[config.mk]
export PLATFORM = sky130hd
export DESIGN_NAME = codec_access_engine
export DESIGN_NICKNAME = d
export VERILOG_FILES = /design/src/rtl/codec_acc_pkg.sv /design/src/rtl/cae_rst_sync.sv /design/src/rtl/cae_rx_capture.sv /design/src/rtl/cae_slot_fmt.sv /design/src/rtl/cae_access_ctrl.sv /design/src/rtl/codec_access_engine.sv
export SDC_FILE = /design/constraint.sdc
export NUM_CORES = 1
export LEC_CHECK = 0
export BUFFER_PORTS_ARGS = -buffer_cell sky130_fd_sc_hd__buf_2
export CAP_MARGIN = 5
export CORE_MARGIN = 10
export CORE_UTILIZATION = 52
export DETAILED_ROUTE_END_ITERATION = 8
export GPL_ROUTABILITY_DRIVEN = 1
export MAX_ROUTING_LAYER = met4
export PLACE_DENSITY = 0.88
export REMOVE_ABC_BUFFERS = 1
export SYNTH_ARGS = -nofsm -noshare
export SYNTH_HDL_FRONTEND = slang
export SYNTH_SLANG_ARGS = --single-unit
export TNS_END_PERCENT = 10
[constraint.sdc]
create_clock -name clk -period 7.6 [get_ports clk]
set_input_delay 1.52 -clock clk [delete_from_list [all_inputs] [get_ports clk]]
set_output_delay 1.52 -clock clk [all_outputs]
set_load 0.03 [all_outputs]
[src/rtl/codec_acc_pkg.sv]
package codec_acc_pkg;
  localparam int SLOT_W   = 20;
  localparam int IDX_W    = 7;
  localparam int CDATA_W  = 16;
  localparam int CID_W    = 2;
  localparam int TAG_W    = 16;
  localparam int ADDR_PAD = SLOT_W - 1 - IDX_W;
  localparam int DATA_PAD = SLOT_W - CDATA_W;
  localparam int TAG_ADDR_VALID_BIT = TAG_W - 2;

  typedef enum logic [1:0] {
    ST_IDLE,
    ST_ARMED,
    ST_WR_SENT,
    ST_RD_WAIT
  } acc_state_e;

  typedef struct packed {
    logic               rd;
    logic [CID_W-1:0]   cid;
    logic [IDX_W-1:0]   idx;
    logic [CDATA_W-1:0] wdata;
  } acc_req_t;
endpackage

[src/rtl/cae_rst_sync.sv]
module cae_rst_sync #(
  parameter int STAGES = 2
) (
  input  logic clk,
  input  logic rst_n,
  output logic rst_sync_n
);
  logic [STAGES-1:0] sync_q;

  always_ff @(posedge clk or negedge rst_n) begin
    if (!rst_n) sync_q <= '0;
    else        sync_q <= {sync_q[STAGES-2:0], 1'b1};
  end

  assign rst_sync_n = sync_q[STAGES-1];
endmodule

[src/rtl/cae_rx_capture.sv]
module cae_rx_capture
  import codec_acc_pkg::*;
(
  input  logic               clk,
  input  logic               rst_n,
  input  logic               rx_frame_valid,
  input  logic [TAG_W-1:0]   rx_tag,
  input  logic [SLOT_W-1:0]  rx_slot1,
  input  logic [SLOT_W-1:0]  rx_slot2,
  input  logic [SLOT_W-1:0]  rx_slot12,
  input  logic               watch_en,
  input  logic [IDX_W-1:0]   watch_idx,
  output logic               resp_hit,
  output logic [CDATA_W-1:0] resp_data,
  output logic [CDATA_W-1:0] gpio_cache
);
  logic [IDX_W-1:0]   rx_idx;
  logic [CDATA_W-1:0] gpio_d;
  logic               gpio_en;

  assign rx_idx    = rx_slot1[SLOT_W-2 -: IDX_W];
  assign resp_data = rx_slot2[SLOT_W-1 -: CDATA_W];
  assign resp_hit  = rx_frame_valid && watch_en &&
                     rx_tag[TAG_ADDR_VALID_BIT] && (rx_idx == watch_idx);

  assign gpio_en = rx_frame_valid;
  assign gpio_d  = rx_slot12[SLOT_W-1 -: CDATA_W];

  always_ff @(posedge clk or negedge rst_n) begin
    if (!rst_n)       gpio_cache <= '0;
    else if (gpio_en) gpio_cache <= gpio_d;
  end

  // the GPIO copy follows every received frame
  a_r9_cache_follows: assert property (@(posedge clk) disable iff (!rst_n)
    rx_frame_valid |=> gpio_cache == $past(rx_slot12[SLOT_W-1 -: CDATA_W]));
endmodule

[src/rtl/cae_slot_fmt.sv]
module cae_slot_fmt
  import codec_acc_pkg::*;
(
  input  logic              clk,
  input  logic              rst_n,
  input  logic              frame_start,
  input  logic              send_cmd,
  input  acc_req_t          cmd,
  output logic [1:0]        tx_slot_valid,
  output logic [CID_W-1:0]  tx_codec_id,
  output logic [SLOT_W-1:0] tx_slot1,
  output logic [SLOT_W-1:0] tx_slot2
);
  logic [1:0]        valid_d;
  logic [CID_W-1:0]  cid_d;
  logic [SLOT_W-1:0] slot1_d;
  logic [SLOT_W-1:0] slot2_d;

  always_comb begin
    valid_d = '0;
    cid_d   = '0;
    slot1_d = '0;
    slot2_d = '0;
    if (send_cmd) begin
      valid_d = {1'b1, !cmd.rd};
      cid_d   = cmd.cid;
      slot1_d = {cmd.rd, cmd.idx, {ADDR_PAD{1'b0}}};
      if (!cmd.rd) slot2_d = {cmd.wdata, {DATA_PAD{1'b0}}};
    end
  end

  always_ff @(posedge clk or negedge rst_n) begin
    if (!rst_n) begin
      tx_slot_valid <= '0;
      tx_codec_id   <= '0;
      tx_slot1      <= '0;
      tx_slot2      <= '0;
    end else if (frame_start) begin
      tx_slot_valid <= valid_d;
      tx_codec_id   <= cid_d;
      tx_slot1      <= slot1_d;
      tx_slot2      <= slot2_d;
    end
  end

  // slots only change at a frame boundary
  a_r3_held: assert property (@(posedge clk) disable iff (!rst_n)
    !frame_start |=> $stable(tx_slot_valid) && $stable(tx_slot1) && $stable(tx_slot2));
  // a command occupies a single frame
  a_r3_one_frame: assert property (@(posedge clk) disable iff (!rst_n)
    frame_start && (tx_slot_valid != 2'b00) && !send_cmd |=> tx_slot_valid == 2'b00);
  // idle frames carry empty slots
  a_r3_idle_zero: assert property (@(posedge clk) disable iff (!rst_n)
    (tx_slot_valid == 2'b00) |-> (tx_slot1 == '0) && (tx_slot2 == '0) && (tx_codec_id == '0));
  // reserved address bits are zero
  a_r4_addr_pad: assert property (@(posedge clk) disable iff (!rst_n)
    tx_slot1[ADDR_PAD-1:0] == '0);
  // read frames carry an empty data slot, and the data pad is zero
  a_r5_read_zero: assert property (@(posedge clk) disable iff (!rst_n)
    (tx_slot_valid == 2'b10) |-> (tx_slot2 == '0) && tx_slot1[SLOT_W-1]);
  a_r5_data_pad: assert property (@(posedge clk) disable iff (!rst_n)
    tx_slot2[DATA_PAD-1:0] == '0);
endmodule

[src/rtl/cae_access_ctrl.sv]
module cae_access_ctrl
  import codec_acc_pkg::*;
#(
  parameter int              TIMEOUT_FRAMES = 4,
  parameter int              RD_W           = 32,
  parameter logic [IDX_W-1:0] GPIO_INDEX    = 7'h54
) (
  input  logic               clk,
  input  logic               rst_n,
  input  logic               frame_start,
  input  logic               req_valid,
  input  acc_req_t           req,
  input  logic               rd_done_clr,
  input  logic               resp_hit,
  input  logic [CDATA_W-1:0] resp_data,
  input  logic [CDATA_W-1:0] gpio_cache,
  output logic               pending,
  output logic               rd_done,
  output logic [RD_W-1:0]    rd_data,
  output logic               send_cmd,
  output acc_req_t           cmd,
  output logic               watch_en,
  output logic [IDX_W-1:0]   watch_idx
);
  localparam int CNT_W = $clog2(TIMEOUT_FRAMES + 1);
  localparam logic [CNT_W-1:0] CNT_LAST = CNT_W'(TIMEOUT_FRAMES - 1);

  acc_state_e       state_q, state_d;
  logic [CNT_W-1:0] cnt_q, cnt_d;
  logic             cnt_en;
  logic             req_en;
  logic             accept, gpio_hit;
  logic             rd_set;
  logic [RD_W-1:0]  rd_val;
  logic             rd_done_d;

  assign accept   = req_valid && (state_q == ST_IDLE);
  assign gpio_hit = accept && req.rd && (req.idx == GPIO_INDEX);

  always_comb begin
    state_d = state_q;
    cnt_d   = cnt_q;
    cnt_en  = 1'b0;
    req_en  = 1'b0;
    rd_set  = 1'b0;
    rd_val  = '0;
    case (state_q)
      ST_IDLE: begin
        if (gpio_hit) begin
          rd_set = 1'b1;
          rd_val = RD_W'(gpio_cache);
        end else if (accept) begin
          req_en  = 1'b1;
          state_d = ST_ARMED;
        end
      end
      ST_ARMED: begin
        if (frame_start) begin
          state_d = cmd.rd ? ST_RD_WAIT : ST_WR_SENT;
          cnt_d   = '0;
          cnt_en  = 1'b1;
        end
      end
      ST_WR_SENT: begin
        if (frame_start) state_d = ST_IDLE;
      end
      ST_RD_WAIT: begin
        if (resp_hit) begin
          rd_set  = 1'b1;
          rd_val  = RD_W'(resp_data);
          state_d = ST_IDLE;
        end else if (frame_start) begin
          if (cnt_q == CNT_LAST) begin
            rd_set  = 1'b1;
            rd_val  = '1;
            state_d = ST_IDLE;
          end else begin
            cnt_d  = cnt_q + 1'b1;
            cnt_en = 1'b1;
          end
        end
      end
      default: state_d = ST_IDLE;
    endcase
  end

  always_comb begin
    rd_done_d = rd_done;
    if (rd_set)           rd_done_d = 1'b1;
    else if (rd_done_clr) rd_done_d = 1'b0;
  end

  always_ff @(posedge clk or negedge rst_n) begin
    if (!rst_n) state_q <= ST_IDLE;
    else        state_q <= state_d;
  end

  always_ff @(posedge clk or negedge rst_n) begin
    if (!rst_n)      cnt_q <= '0;
    else if (cnt_en) cnt_q <= cnt_d;
  end

  always_ff @(posedge clk or negedge rst_n) begin
    if (!rst_n)      cmd <= '0;
    else if (req_en) cmd <= req;
  end

  always_ff @(posedge clk or negedge rst_n) begin
    if (!rst_n)      rd_data <= '0;
    else if (rd_set) rd_data <= rd_val;
  end

  always_ff @(posedge clk or negedge rst_n) begin
    if (!rst_n) rd_done <= 1'b0;
    else        rd_done <= rd_done_d;
  end

  assign pending   = (state_q != ST_IDLE);
  assign send_cmd  = (state_q == ST_ARMED) && frame_start;
  assign watch_en  = (state_q == ST_RD_WAIT);
  assign watch_idx = cmd.idx;

  // pending drops only on a frame boundary or a matched reply
  a_r2_pending_holds: assert property (@(posedge clk) disable iff (!rst_n)
    pending && !frame_start && !resp_hit |=> pending);
  // the frame count never reaches the limit while waiting
  a_r7_count_bound: assert property (@(posedge clk) disable iff (!rst_n)
    watch_en |-> cnt_q < CNT_W'(TIMEOUT_FRAMES));
  // a GPIO read completes without raising pending
  a_r8_gpio_direct: assert property (@(posedge clk) disable iff (!rst_n)
    gpio_hit |=> !pending && rd_done);
  // the done bit is sticky
  a_r10_done_sticky: assert property (@(posedge clk) disable iff (!rst_n)
    rd_done && !rd_done_clr |=> rd_done);
  // a request seen while busy leaves the latched command unchanged
  a_r1_busy_drop: assert property (@(posedge clk) disable iff (!rst_n)
    pending && req_valid |=> $stable(cmd));
endmodule

[src/rtl/codec_access_engine.sv]
module codec_access_engine
  import codec_acc_pkg::*;
#(
  parameter int               TIMEOUT_FRAMES = 4,
  parameter int               RD_W           = 32,
  parameter int               RST_STAGES     = 2,
  parameter logic [IDX_W-1:0] GPIO_INDEX     = 7'h54
) (
  input  logic               clk,
  input  logic               rst_n,
  input  logic               req_valid,
  input  logic               req_read,
  input  logic [CID_W-1:0]   req_codec_id,
  input  logic [IDX_W-1:0]   req_index,
  input  logic [CDATA_W-1:0] req_wdata,
  input  logic               rd_done_clr,
  input  logic               frame_start,
  input  logic               rx_frame_valid,
  input  logic [TAG_W-1:0]   rx_tag,
  input  logic [SLOT_W-1:0]  rx_slot1,
  input  logic [SLOT_W-1:0]  rx_slot2,
  input  logic [SLOT_W-1:0]  rx_slot12,
  output logic               pending,
  output logic               rd_done,
  output logic [RD_W-1:0]    rd_data,
  output logic [1:0]         tx_slot_valid,
  output logic [CID_W-1:0]   tx_codec_id,
  output logic [SLOT_W-1:0]  tx_slot1,
  output logic [SLOT_W-1:0]  tx_slot2
);
  logic               rst_int_n;
  acc_req_t           req;
  acc_req_t           cmd;
  logic               send_cmd;
  logic               watch_en;
  logic [IDX_W-1:0]   watch_idx;
  logic               resp_hit;
  logic [CDATA_W-1:0] resp_data;
  logic [CDATA_W-1:0] gpio_cache;

  assign req.rd    = req_read;
  assign req.cid   = req_codec_id;
  assign req.idx   = req_index;
  assign req.wdata = req_wdata;

  cae_rst_sync #(.STAGES(RST_STAGES)) u_rst_sync (
    .clk        (clk),
    .rst_n      (rst_n),
    .rst_sync_n (rst_int_n)
  );

  cae_access_ctrl #(
    .TIMEOUT_FRAMES (TIMEOUT_FRAMES),
    .RD_W           (RD_W),
    .GPIO_INDEX     (GPIO_INDEX)
  ) u_ctrl (
    .clk         (clk),
    .rst_n       (rst_int_n),
    .frame_start (frame_start),
    .req_valid   (req_valid),
    .req         (req),
    .rd_done_clr (rd_done_clr),
    .resp_hit    (resp_hit),
    .resp_data   (resp_data),
    .gpio_cache  (gpio_cache),
    .pending     (pending),
    .rd_done     (rd_done),
    .rd_data     (rd_data),
    .send_cmd    (send_cmd),
    .cmd         (cmd),
    .watch_en    (watch_en),
    .watch_idx   (watch_idx)
  );

  cae_slot_fmt u_fmt (
    .clk           (clk),
    .rst_n         (rst_int_n),
    .frame_start   (frame_start),
    .send_cmd      (send_cmd),
    .cmd           (cmd),
    .tx_slot_valid (tx_slot_valid),
    .tx_codec_id   (tx_codec_id),
    .tx_slot1      (tx_slot1),
    .tx_slot2      (tx_slot2)
  );

  cae_rx_capture u_rx (
    .clk            (clk),
    .rst_n          (rst_int_n),
    .rx_frame_valid (rx_frame_valid),
    .rx_tag         (rx_tag),
    .rx_slot1       (rx_slot1),
    .rx_slot2       (rx_slot2),
    .rx_slot12      (rx_slot12),
    .watch_en       (watch_en),
    .watch_idx      (watch_idx),
    .resp_hit       (resp_hit),
    .resp_data      (resp_data),
    .gpio_cache     (gpio_cache)
  );
endmodule

Word level (Yosys, flattened, before mapping)
Index checks and enable logic that the tools add are counted.

word-level totals
  bits in registers = 126
  output and inout bits = 78
  bits of input ports = 108
  word-level logic and storage cells = 83

operators by class
  eq/ne operators = 15
  add/sub/neg operators = 1
  mux-type cells = 39
  reduce and logical (&&, ||, !) cells = 14

operators by type and width
  kind                 number
  $mux 32              3
  $pmux 32 s2          1
  $mux 20              3
  $mux 2               9
  $mux 16              1
  $mux 1               14
  $mux 3               4
  $ne 2x2->1 const B   6
  $reduce_and 6->1     2
  $pmux 2 s4           1
  $eq 7x7->1           1
  $eq 7x7->1 const B   1
  $logic_and 1x1->1    7
  $ne 3x3->1 const B   2
  $pmux 3 s2           1
  $reduce_bool 2->1    3
  $eq 2x2->1 const B   2
  $pmux 1 s2           2
  $add 3x1->3 const B  1
  $eq 3x2->1 const B   1
  $eq 2x1->1 const B   1
  $logic_not 2->1      1
  $ne 2x1->1 const B   1
  $logic_not 1->1      1

Longest topological paths before layout
Gate-level depths: netlist of the first run.

  depth after elaboration = 7
  mapped depth = 9
  depth with buffers taken out = 7

By module
A second synthesis of the first run with hierarchy kept.

second synthesis, totals
  cell total of the unflattened synthesis = 411
  area total of the unflattened synthesis = 4,777.1 um^2

by module, submodules not included
  module           sequential area each (um^2)  cells each  area each (um^2)  times used
  cae_access_ctrl  1,226.2                      212         2,542.4           1
  cae_slot_fmt     700.7                        136         1,356.3           1
  cae_rx_capture   400.4                        60          824.5             1
  cae_rst_sync     50.0                         3           53.8              1

Least setup slack after synthesis of the first run
OpenSTA, ideal clock, no wires.

  path kind = input-to-reg
  from = input req_index[1]
  to = register u_ctrl.cmd[10] (netlist name)
  path buffers = 2
  library setup time = 0.125 ns
  stages on the path = 6
  arrival time = 2.989 ns
  path slack = 4.486 ns
  cells stage by stage = or4b_4 -> nor3_4 -> or2_1 -> buf_4 -> buf_6 -> mux2_2

between the ends
  longest elaborated chain between the ends = 4

RTL lines
  element            line                       text
  from (decl)        codec_access_engine.sv:14  input logic [IDX_W-1:0] req_index,
  $eq 7x7->1         cae_access_ctrl.sv:38      assign gpio_hit = accept && req.rd && (req.idx == GPIO_INDEX);
  $logic_and 1x1->1  cae_access_ctrl.sv:38
  $mux 1             cae_access_ctrl.sv:49      if (gpio_hit) begin
  $mux 1             cae_access_ctrl.sv:47      case (state_q)

No other way between the ends.
A chain may end at the register's enable or synchronous reset.

Final worst setup path of the first run
  from = input req_index[1]
  to = register u_ctrl.cmd[5] (netlist name)

between the ends
  longest elaborated chain between the ends = 4

RTL lines
  element            line
  $eq 7x7->1         cae_access_ctrl.sv:38
  $logic_and 1x1->1  cae_access_ctrl.sv:38
  $mux 1             cae_access_ctrl.sv:49
  $mux 1             cae_access_ctrl.sv:47

No other way between the ends.

==> out/qor.yml, run 1 <==
clock_tree:
  postCtsSetupRepairBufs: 0
  cts_made_buffers: 9
  cts_resized: 0
  htree_levels: 3
  clk_latency_ns: 0.35
  clock_sinks: 95
  ctsHoldBuffers: 0
  clkTransAtPathRegs_ns: 0.09
  cts.path.max_buffers: 2
  cts_root_buffer: "clkbuf_8"
  cts_tree: "done"
final_layout:
  nets: 622
  drive_above_1_share: 0.3973
  utilization: 0.6227
  fill_cells: 686
  antennaDiodeCount: 0
  area_delta_synth_final_pct: 14.70
die:
  dieArea_um2: 12840
  die_h_um: 113.3
  io_pins: 186
  coreArea_um2: 8341
  rows: 33
  start_util: 0.5429
  fp.dieW_um: 113.3
worst_setup_path:
  r2r-start: "u_ctrl.state_q[0]"
  ff2ff_path_depth: 6
  worst-path-max-fanout: 26
  worstPathCellList: "buf_2, or4b_4, nor3_4, or2_1, mux2_2"
  cp.buffers_inverters: 1
  cp-start-kind: "input port"
  crit_type: "input port to flip-flop"
  cp.required_ns: 7.84
  max_stage_delay_ns: 0.97
  cp-end-kind: "flip-flop"
  critical_path.top_delay_family: "simple AND/OR/NAND/NOR gates"
  crit_arrival_ns: 4.37
  crit_slowest_cell: "or2_1"
  r2r-end: "u_ctrl.cmd[5]"
  rrSetupSlack_ns: 4.27
timing:
  max_slew_margin: 0.2285
  rsz0062_at_grt: "no"
  finalHoldViolCount: 0
  fin_hold_ws_ns: 0.3550
  setup_slack_ns: 3.463
  tns_ns: 0
  fmax_mhz: 241.7
  tightestPinTransition_ns: 1.157
  fin_crit_sh: 0.5443
  slew_viol_final: 0
  fin_crit_ns: 4.137
  setup-violations-final: 0
  fin_skew_ns: 0.01533
global_routing:
  grtUsageMet2: 0.2654
  first_global_vias: 3668
  grtUsageMet1: 0.2045
  grt.busiest_layer: "met2"
  use_met3: 0.07290
  grt_start_max_net_pins: 94
  grt_pass1_wl_mm: 18.19
  antenna_found_initial: 0
  grt_use_total: 0.1752
  grt.overflow.total: 0
synth:
  synth_area_um2: 4528
  synth-edff-count: 0
  yosysSeqAreaShare: 0.5250
  synthFlopType: "dfrtp_1"
  synth_cell_types: 44
  avgSynthCellArea_um2: 11.32
  synth_cells: 400
  async_reset_ff_frac: 1.000
  yosysWarnings: 0
  ys_ff_latch: 95
placement:
  dp_hpwl_mm: 8.246
  place_ws_ns: 3.064
  io_buffers: 133
  place.gp.congestion: 0.7925
power:
  p_sw_mw: 0.7366
  p_sw_frac: 0.4120
  power.density_nw_per_um2: 344.3
  max-vdd-ir-drop_v: 0.0002658
  clock_power_share: 0.174
  p_comb_frac: 0.398
  power.leakage_nw: 2.528
  internal_power_mw: 1.051
  p_seq_frac: 0.428
detailed_routing:
  ant_nets: 0
  wirelength_mm: 11.27
  wire_per_inst_um: 18.30
  first_pass_iters: 4
  vias_per_cell: 5.503
  vias: 3390
  drtIter0Drc: 183
  remaining_drc_errors: 0
status:
  run_status: "finished, final reports clean"
min_path:
  hp-start: "u_rst_sync.sync_q[0]"
  worstHoldPathType: "flip-flop to flip-flop"
  min_to: "u_rst_sync.sync_q[1]"
  whs_path_depth: 0
job:
  maxCapViolCount: 0
cells in the mapped netlist (2+ instances only):
library cell / count / share of area
a21oi_1: 2 / 0.0022
a32o_1: 2 / 0.0044
buf_4: 37 / 0.061
buf_6: 5 / 0.012
clkbuf_1: 10 / 0.0083
conb_1: 2 / 0.0017
dfrtp_1: 95 / 0.53
ha_1: 7 / 0.019
inv_1: 36 / 0.030
mux2_2: 40 / 0.099
mux2i_1: 4 / 0.0088
nand2_1: 37 / 0.031
nand3_1: 11 / 0.012
nor2_1: 4 / 0.0033
nor4_1: 16 / 0.022
o21ai_0: 42 / 0.046
o21bai_1: 2 / 0.0033
o221a_1: 10 / 0.025
o221a_2: 6 / 0.015
o22ai_1: 3 / 0.0041
xnor2_1: 5 / 0.0097
xor2_1: 2 / 0.0039
layer usage:
| layer | wire (µm) | vias up |
|---|---|---|
| met3 | 1327 | 14 |
| li1 | - | 1544 |
| met1 | 4560 | 1662 |
| met2 | 5284 | 170 |
| met5 | 0 | - |
| met4 | 102 | 0 |
layout by cell type (no fill, tap or decap), types with 11 or more instances in the layout:
cell type	n
nand2_1	37
mux2_2	40
nor4_1	16
dfrtp_1	94
buf_2	133
o21ai_0	42
conb_1	17
nand3_1	11
inv_1	36
power groups by stage:
stage | combinational [mW] | sequential, mW | clock [mW]
4_1_cts | 0.721 | 0.766 | 0.316
5_1_grt | 0.771 | 0.786 | 0.342
2_1_floorplan | 0.330 | 0.932 | 0
3_5_place_dp | 0.720 | 0.775 | 0
3_3_place_gp | 0.696 | 0.761 | 0
6_report | 0.712 | 0.766 | 0.310
flip-flops by register name (all words and copies together), names as in the netlist:
name,count
u_fmt.tx_codec_id,2
u_rst_sync.sync_q,2
u_fmt.tx_slot2,16
u_ctrl.watch_idx,7
u_ctrl.rd_data,17
u_ctrl.rd_done,1
u_ctrl.state_q,2
u_rx.gpio_cache,16
u_fmt.tx_slot_valid,2
u_fmt.tx_slot1,8
u_ctrl.cmd,19
u_ctrl.cnt_q,3
cell type report:
type / count / area [µm²] / area share
flip-flops and latches: 95 / 2381 / 0.4584
multi-input cells: 231 / 1695 / 0.3264
repair buffers: 134 / 673.1 / 0.1296
clock buffers: 10 / 137.6 / 0.02650
inverters: 36 / 135.1 / 0.02602
well taps: 105 / 131.4 / 0.02530
clock inverters: 5 / 40.04 / 0.007709
worst max path at each step:
stage	to	startpoint	cells past startpoint	slack, ns
floorplan	rd_data[16]	u_ctrl.rd_data[30]	0	2.92
global placement	u_ctrl.cmd[0]	req_index[1]	5	3.16
detailed placement	u_ctrl.cmd[13]	req_index[1]	5	3.06
CTS	u_ctrl.cmd[13]	req_index[1]	5	3.46
global route	u_ctrl.cmd[13]	req_index[1]	5	3.36
finish	u_ctrl.cmd[5]	req_index[1]	5	3.46
stage by stage:
step / cell area (µm²) / power [mW] / instances
after detailed placement: 5016 / 1.495 / 601
after global routing: 5194 / 1.899 / 616
after floorplan: 4208 / 1.262 / 362
after global placement: 5016 / 1.458 / 601
after CTS: 5194 / 1.803 / 616
final: 5194 / 1.788 / 616
kinds of logic (layout without fill, tap and decap cells):
logic type,after synthesis,after routing,share of synthesized area
flops,95,95,0.5250
compound gates,71,71,0.1086
other cells,2,17,0.001659
fa+ha+maj,7,7,0.01934
xor+xnor,7,7,0.01354
mux,45,45,0.1108
buf+inv,89,185,0.1130
simple gates,84,84,0.1080
No activity file was read; power rests on OpenSTA's default activity.
==> run 2, diff against run 1 <==
--- a/config.mk
+++ b/config.mk
@@ -8,11 +8,11 @@
 export BUFFER_PORTS_ARGS = -buffer_cell sky130_fd_sc_hd__buf_2
 export CAP_MARGIN = 5
 export CORE_MARGIN = 10
-export CORE_UTILIZATION = 52
+export CORE_UTILIZATION = 44
 export DETAILED_ROUTE_END_ITERATION = 8
 export GPL_ROUTABILITY_DRIVEN = 1
 export MAX_ROUTING_LAYER = met4
-export PLACE_DENSITY = 0.88
+export PLACE_DENSITY = 0.8
 export REMOVE_ABC_BUFFERS = 1
 export SYNTH_ARGS = -nofsm -noshare
 export SYNTH_HDL_FRONTEND = slang
==> constraint.sdc (replaced) <==
create_clock -name clk -period 3.7 [get_ports clk]
set_input_delay 0.74 -clock clk [delete_from_list [all_inputs] [get_ports clk]]
set_output_delay 0.74 -clock clk [all_outputs]
set_load 0.03 [all_outputs]
==> run 2 against run 1 <==
Effect of this change: flip-flop and latch count unchanged; cell count up 5.8%; count of clock-buffer cells in the layout up 1; sequential share of layout area down 0.79 points; register-to-register slack worse by 3.2 ns; via count about the same; largest cell class unchanged.
==> out/qor.yml, run 2 (synthesized netlist as in run 1, its figures left out) <==
status:
  run_status: "finished, final reports clean"  # unchanged
global_routing:
  grt_pass1_wl_mm: 18.03  # was 18.19 mm
  grt_start_max_net_pins: 67  # was 94
  grt.overflow.total: 0  # unchanged
  antenna_found_initial: 2  # was 0
  first_global_vias: 3650  # was 3668
  grt_use_total: 0.1576  # was 0.1752
worst_setup_path:
  crit_arrival_ns: 2.92  # was 4.37 ns
  cp-end-kind: "flip-flop"  # unchanged
  worst-path-max-fanout: 17  # was 26
  cp.required_ns: 3.96  # was 7.84 ns
  crit_type: "flip-flop to flip-flop"  # was input port to flip-flop
  ff2ff_path_depth: 6  # unchanged
  cp-start-kind: "flip-flop"  # was input port
timing:
  fmax_mhz: 375.3
  fin_crit_sh: 0.7202
  tightestPinTransition_ns: 0.8627  # was 1.157 ns
  fin_hold_ws_ns: 0.1365  # was 0.3550 ns
  setup_slack_ns: 1.035  # was 3.463 ns
  fin_skew_ns: 0.006016  # was 0.01533 ns
  tns_ns: 0  # unchanged
  finalHoldViolCount: 0  # unchanged
  setup-violations-final: 0  # unchanged
  max_slew_margin: 0.4231  # was 0.2285
  rsz0062_at_grt: "no"  # unchanged
  slew_viol_final: 0  # unchanged
  fin_crit_ns: 2.665
clock_tree:
  ctsHoldBuffers: 0  # unchanged
  clk_latency_ns: 0.37  # was 0.35 ns
  cts_resized: 0  # unchanged
  cts.path.max_buffers: 2  # unchanged
  cts_made_buffers: 9  # unchanged
  cts_root_buffer: "clkbuf_8"  # unchanged
  postCtsSetupRepairBufs: 0  # unchanged
  cts_tree: "done"  # unchanged
  clock_sinks: 95  # unchanged
  clkTransAtPathRegs_ns: 0.09  # about the same
  htree_levels: 3  # unchanged
power:
  p_seq_frac: 0.428  # about the same
  power.leakage_nw: 2.547  # was 2.528 nW
  p_sw_frac: 0.4095  # was 0.4120
  power.density_nw_per_um2: 699.3  # was 344.3 nW/µm²
  p_sw_mw: 1.514  # was 0.7366 mW
  p_comb_frac: 0.393  # was 0.398
  clock_power_share: 0.179  # was 0.174
  max-vdd-ir-drop_v: 0.0004513  # was 0.0002658 V
  internal_power_mw: 2.183  # was 1.051 mW
detailed_routing:
  drtIter0Drc: 188  # was 183
  vias: 3393  # was 3390
  vias_per_cell: 5.204  # was 5.503
  first_pass_iters: 4  # unchanged
  wire_per_inst_um: 17.61  # was 18.30 µm
  ant_nets: 0  # unchanged
  wirelength_mm: 11.48  # was 11.27 mm
  remaining_drc_errors: 0  # unchanged
placement:
  io_buffers: 133  # unchanged
  place_ws_ns: 0.8361  # was 3.064 ns
  dp_hpwl_mm: 8.366  # was 8.246 mm
  place.gp.congestion: 0.7964  # was 0.7925
  dp_cells: 634  # was 601
min_path:
  worstHoldPathType: "input port to async pin"  # was flip-flop to flip-flop
job:
  maxCapViolCount: 0  # unchanged
final_layout:
  nets: 627  # was 622
  drive_above_1_share: 0.4043  # was 0.3973
  layout_common_cells: "buf_2 (133), dfrtp_1 (94), o21ai_0 (42)"  # unchanged
  largest_reg_flops: 19  # unchanged
  final_common_cell: "buf_2"  # unchanged
  top_register: "u_ctrl.cmd"  # unchanged
  utilization: 0.5333  # was 0.6227
  final_cells: 652  # was 616
  area_delta_synth_final_pct: 16.72  # was 14.70%
  reg.largest.list: "u_ctrl.cmd (19), u_ctrl.rd_data (17)"  # unchanged
die:
  start_util: 0.4569  # was 0.5429
  coreArea_um2: 9910  # was 8341 µm²
  dieArea_um2: 14750  # was 12840 µm²
  rows: 36  # was 33
  io_pins: 186  # unchanged
  fp.dieW_um: 121.4  # was 113.3 µm
  die_h_um: 121.4  # was 113.3 µm
## run 2: cell types whose count changed in the layout (fill, tap and decap cells not counted), sizes merged
cell | previous run | this run
buf | 134 | 139
clkinvlp | 0 | 3
diode | 0 | 2
inv | 39 | 37
clkbuf | 10 | 11
clkinv | 2 | 1
## run 2: area by class of cell
cell class                      instances  area, µm²
Fill cell                             879       4624
Sequential cell                        95       2381
Multi-Input combinational cell        231       1695
Timing Repair Buffer                  139      710.7
Tap cell                              133      166.4
Clock buffer                           11      151.4
Inverter                               36      135.1
Clock inverter                          5      40.04
Antenna cell                            2      5.005
## run 2: final timing paths
path                                       from                   end  slack [ns]
max                           u_ctrl.state_q[1]     u_ctrl.rd_data[4]        1.04
min                                       rst_n  u_rst_sync.sync_q[1]        0.14
max reg2reg                   u_ctrl.state_q[1]     u_ctrl.rd_data[4]        1.04
max in group asynchronous  u_rst_sync.sync_q[1]    u_ctrl.rd_data[12]        2.34
min reg2reg                u_rst_sync.sync_q[0]  u_rst_sync.sync_q[1]        0.36
min in group clk           u_rst_sync.sync_q[0]  u_rst_sync.sync_q[1]        0.36
## run 2: stage by stage
step / instance area, µm² / total power, mW
2_1_floorplan: 4208 / 2.592
3_3_place_gp: 5089 / 3.010
3_5_place_dp: 5089 / 3.069
4_1_cts: 5280 / 3.742
5_1_grt: 5285 / 3.938
6_report: 5285 / 3.696
## run 2: power by group through the flow
stage	logic [mW]	clock network (mW)	registers, mW
after global routing	1.58	0.728	1.63
after global placement	1.43	0	1.58
after detailed placement	1.47	0	1.60
after CTS	1.47	0.688	1.58
after floorplan	0.677	0	1.91
final	1.45	0.662	1.58
## run 2: worst max-delay path, cell delays in order (launching register included)
cell and delay [ns]:
dfrtp_1 0.42, ha_1 0.43, nand3_1 0.21, or4b_1 0.86
nor4_1 0.34, o21ai_0 0.13, o221a_2 0.15
## run 2: routing by layer
| metal | routed length, µm | up-vias | track usage |
|---|---|---|---|
| met1 | 4784 | 1675 | 0.1750 |
| li1 | - | 1568 | - |
| met2 | 5364 | 137 | 0.2453 |
| met4 | 129 | 0 | 0.05663 |
| met3 | 1207 | 13 | 0.07166 |
| met5 | 0 | - | - |
==> run 3, diff against run 2 <==
--- a/config.mk
+++ b/config.mk
@@ -8,11 +8,11 @@
 export BUFFER_PORTS_ARGS = -buffer_cell sky130_fd_sc_hd__buf_2
 export CAP_MARGIN = 5
 export CORE_MARGIN = 10
-export CORE_UTILIZATION = 44
+export CORE_UTILIZATION = 48
 export DETAILED_ROUTE_END_ITERATION = 8
 export GPL_ROUTABILITY_DRIVEN = 1
 export MAX_ROUTING_LAYER = met4
-export PLACE_DENSITY = 0.8
+export PLACE_DENSITY = 0.83
 export REMOVE_ABC_BUFFERS = 1
 export SYNTH_ARGS = -nofsm -noshare
 export SYNTH_HDL_FRONTEND = slang
==> constraint.sdc (replaced) <==
create_clock -name clk -period 2.75 [get_ports clk]
set_input_delay 0.55 -clock clk [delete_from_list [all_inputs] [get_ports clk]]
set_output_delay 0.55 -clock clk [all_outputs]
set_load 0.03 [all_outputs]
==> run 3 against run 2 <==
Effect of this change: power grew 38%; critical endpoint is now u_ctrl.rd_data[3]; flip-flop and latch count unchanged; count of clock-buffer cells in the layout stayed put; register-to-register slack got worse by 0.60 ns; wire length barely moved; worst setup slack worse by 0.60 ns; core utilization up 4.9 points; die area is 7.0% lower.
==> out/qor.yml, run 3 (synthesized netlist as in run 1, its figures left out) <==
timing:
  fin_hold_ws_ns: 0.3298  # was 0.1365 ns
  finalHoldViolCount: 0  # unchanged
  rsz0062_at_grt: "no"  # unchanged
  fin_crit_ns: 2.310  # was 2.665 ns
  fin_skew_ns: 0.01422  # was 0.006016 ns
  slew_viol_final: 0  # unchanged
  tightestPinTransition_ns: 0.7004  # was 0.8627 ns
  fin_crit_sh: 0.8399  # was 0.7202
  setup-violations-final: 0  # unchanged
  max_slew_margin: 0.5331  # was 0.4231
  fmax_mhz: 433.0  # was 375.3 MHz
final_layout:
  final_common_cell: "buf_2"  # unchanged
  area_delta_synth_final_pct: 18.35  # was 16.72%
  drive_above_1_share: 0.4073  # was 0.4043
  layout_common_cells: "buf_2 (133), dfrtp_1 (94), o21ai_0 (42)"  # unchanged
  final_cells: 636  # was 652
  top_register: "u_ctrl.cmd"  # unchanged
  largest_reg_flops: 19  # unchanged
  nets: 633  # was 627
  reg.largest.list: "u_ctrl.cmd (19), u_ctrl.rd_data (17)"  # unchanged
detailed_routing:
  first_pass_iters: 4  # unchanged
  drtIter0Drc: 258  # was 188
  vias_per_cell: 5.285  # was 5.204
  wire_per_inst_um: 18.05  # was 17.61 µm
  remaining_drc_errors: 0  # unchanged
  vias: 3361  # was 3393
  ant_nets: 0  # unchanged
  wirelength_mm: 11.48  # about the same
worst_setup_path:
  ff2ff_path_depth: 6  # unchanged
  cp-start-kind: "flip-flop"  # unchanged
  crit_arrival_ns: 2.57  # was 2.92 ns
  crit_slowest_cell: "or4b_1"  # unchanged
  worstPathCellList: "ha_1, nand3_1, or4b_1, nor4_1, o21ai_0, o221a_2"  # unchanged
  cp.required_ns: 3.01  # was 3.96 ns
  worst-path-max-fanout: 17  # unchanged
  cp-end-kind: "flip-flop"  # unchanged
  crit_type: "flip-flop to flip-flop"  # unchanged
  max_stage_delay_ns: 0.84  # was 0.86 ns
  r2r-start: "u_ctrl.state_q[0]"  # was u_ctrl.state_q[1]
  rrSetupSlack_ns: 0.44  # was 1.04 ns
  r2r-end: "u_ctrl.rd_data[3]"  # was u_ctrl.rd_data[4]
global_routing:
  grt_pass1_wl_mm: 18.15  # was 18.03 mm
  grt.overflow.total: 0  # unchanged
  first_global_vias: 3625  # was 3650
  antenna_found_initial: 2  # unchanged
  grt_use_total: 0.1742  # was 0.1576
  grt_start_max_net_pins: 50  # was 67
clock_tree:
  clkTransAtPathRegs_ns: 0.10  # was 0.09 ns
  cts_root_buffer: "clkbuf_8"  # unchanged
  clock_sinks: 95  # unchanged
  cts.path.max_buffers: 2  # unchanged
  cts_tree: "done"  # unchanged
  clk_latency_ns: 0.37  # about the same
  cts_made_buffers: 9  # unchanged
  postCtsSetupRepairBufs: 0  # unchanged
  htree_levels: 3  # unchanged
power:
  power.leakage_nw: 2.602  # was 2.547 nW
  max-vdd-ir-drop_v: 0.0007259  # was 0.0004513 V
  power.density_nw_per_um2: 950.2  # was 699.3 nW/µm²
die:
  die_h_um: 117.1  # was 121.4 µm
  fp.dieW_um: 117.1  # was 121.4 µm
  coreArea_um2: 9196  # was 9910 µm²
  io_pins: 186  # unchanged
  start_util: 0.4924  # was 0.4569
  rows: 35  # was 36
  dieArea_um2: 13720  # was 14750 µm²
job:
  maxCapViolCount: 0  # unchanged
placement:
  place.gp.congestion: 0.8031  # was 0.7964
  dp_cells: 617  # was 634
  dp_hpwl_mm: 8.649  # was 8.366 mm
  io_buffers: 133  # unchanged
status:
  run_status: "finished, final reports clean"  # unchanged
min_path:
  worstHoldPathType: "flip-flop to async pin"  # was input port to async pin
[run 3: timing repair]
item	4_1_cts	5_1_grt
endpoints found under the hold margin	2	0
hold buffers	1	0
gates resized for setup	0	0
[run 3: worst max path at each step]
stage / cells past startpoint / start / slack (ns) / to
detailed placement: 6 / rx_slot1[17] / 0.30 / u_ctrl.rd_data[3]
finish: 6 / u_ctrl.state_q[0] / 0.44 / u_ctrl.rd_data[3]
global route: 6 / u_ctrl.state_q[0] / 0.31 / u_ctrl.rd_data[13]
floorplan: 0 / u_ctrl.rd_data[30] / -0.96 / rd_data[16]
global placement: 6 / rx_slot1[17] / 0.36 / u_ctrl.rd_data[3]
CTS: 6 / u_ctrl.state_q[0] / 0.45 / u_ctrl.rd_data[3]
[run 3: area by class of cell]
cell class,count,area [µm²]
Sequential cell,95,2381
Fill cell,774,3837
Timing Repair Buffer,145,795.8
Clock buffer,11,141.4
Clock inverter,5,66.31
Inverter,36,135.1
Tap cell,111,138.9
Antenna cell,2,5.005
Multi-Input combinational cell,231,1695
[run 3: where the power goes]
group	switching (mW)	leakage, nW	internal (mW)
registers	0.291	1.21	1.84
clock network	0.500	0.102	0.455
logic	1.25	1.29	0.762
[run 3: through the flow]
| stage | setup WS (ns) | TNS [ns] | cell area, µm² | util | power [mW] |
|---|---|---|---|---|---|
| after global routing | 0.3083 | 0 | 5359 | 0.5827 | 5.436 |
| after CTS | 0.4493 | 0 | 5354 | 0.5822 | 5.163 |
| final | 0.4404 | 0 | 5359 | 0.5827 | 5.092 |
| after floorplan | -0.9607 | -26.41 | 4208 | - | 3.488 |
| after detailed placement | 0.2956 | 0 | 5136 | 0.5585 | 4.192 |
| after global placement | 0.3575 | 0 | 5136 | 0.5585 | 4.094 |
[run 3: worst max-delay path, delay by kind of cell, from the launching register on]
family	cells	cell delay (ns)
AND/OR/NAND/NOR	3	1.34
flip-flops	1	0.43
AO/OA/AOI/OAI	2	0.25
adder cells (fa/ha/maj)	1	0.20
[run 3: layer usage]
layer  global-route usage  up-vias  share of wire
met2               0.2805      167           0.46
met3              0.07238        7           0.13
met4              0.04119        0         0.0055
li1                     -     1571              -
met1               0.1987     1616           0.41
met5                    -        -              0
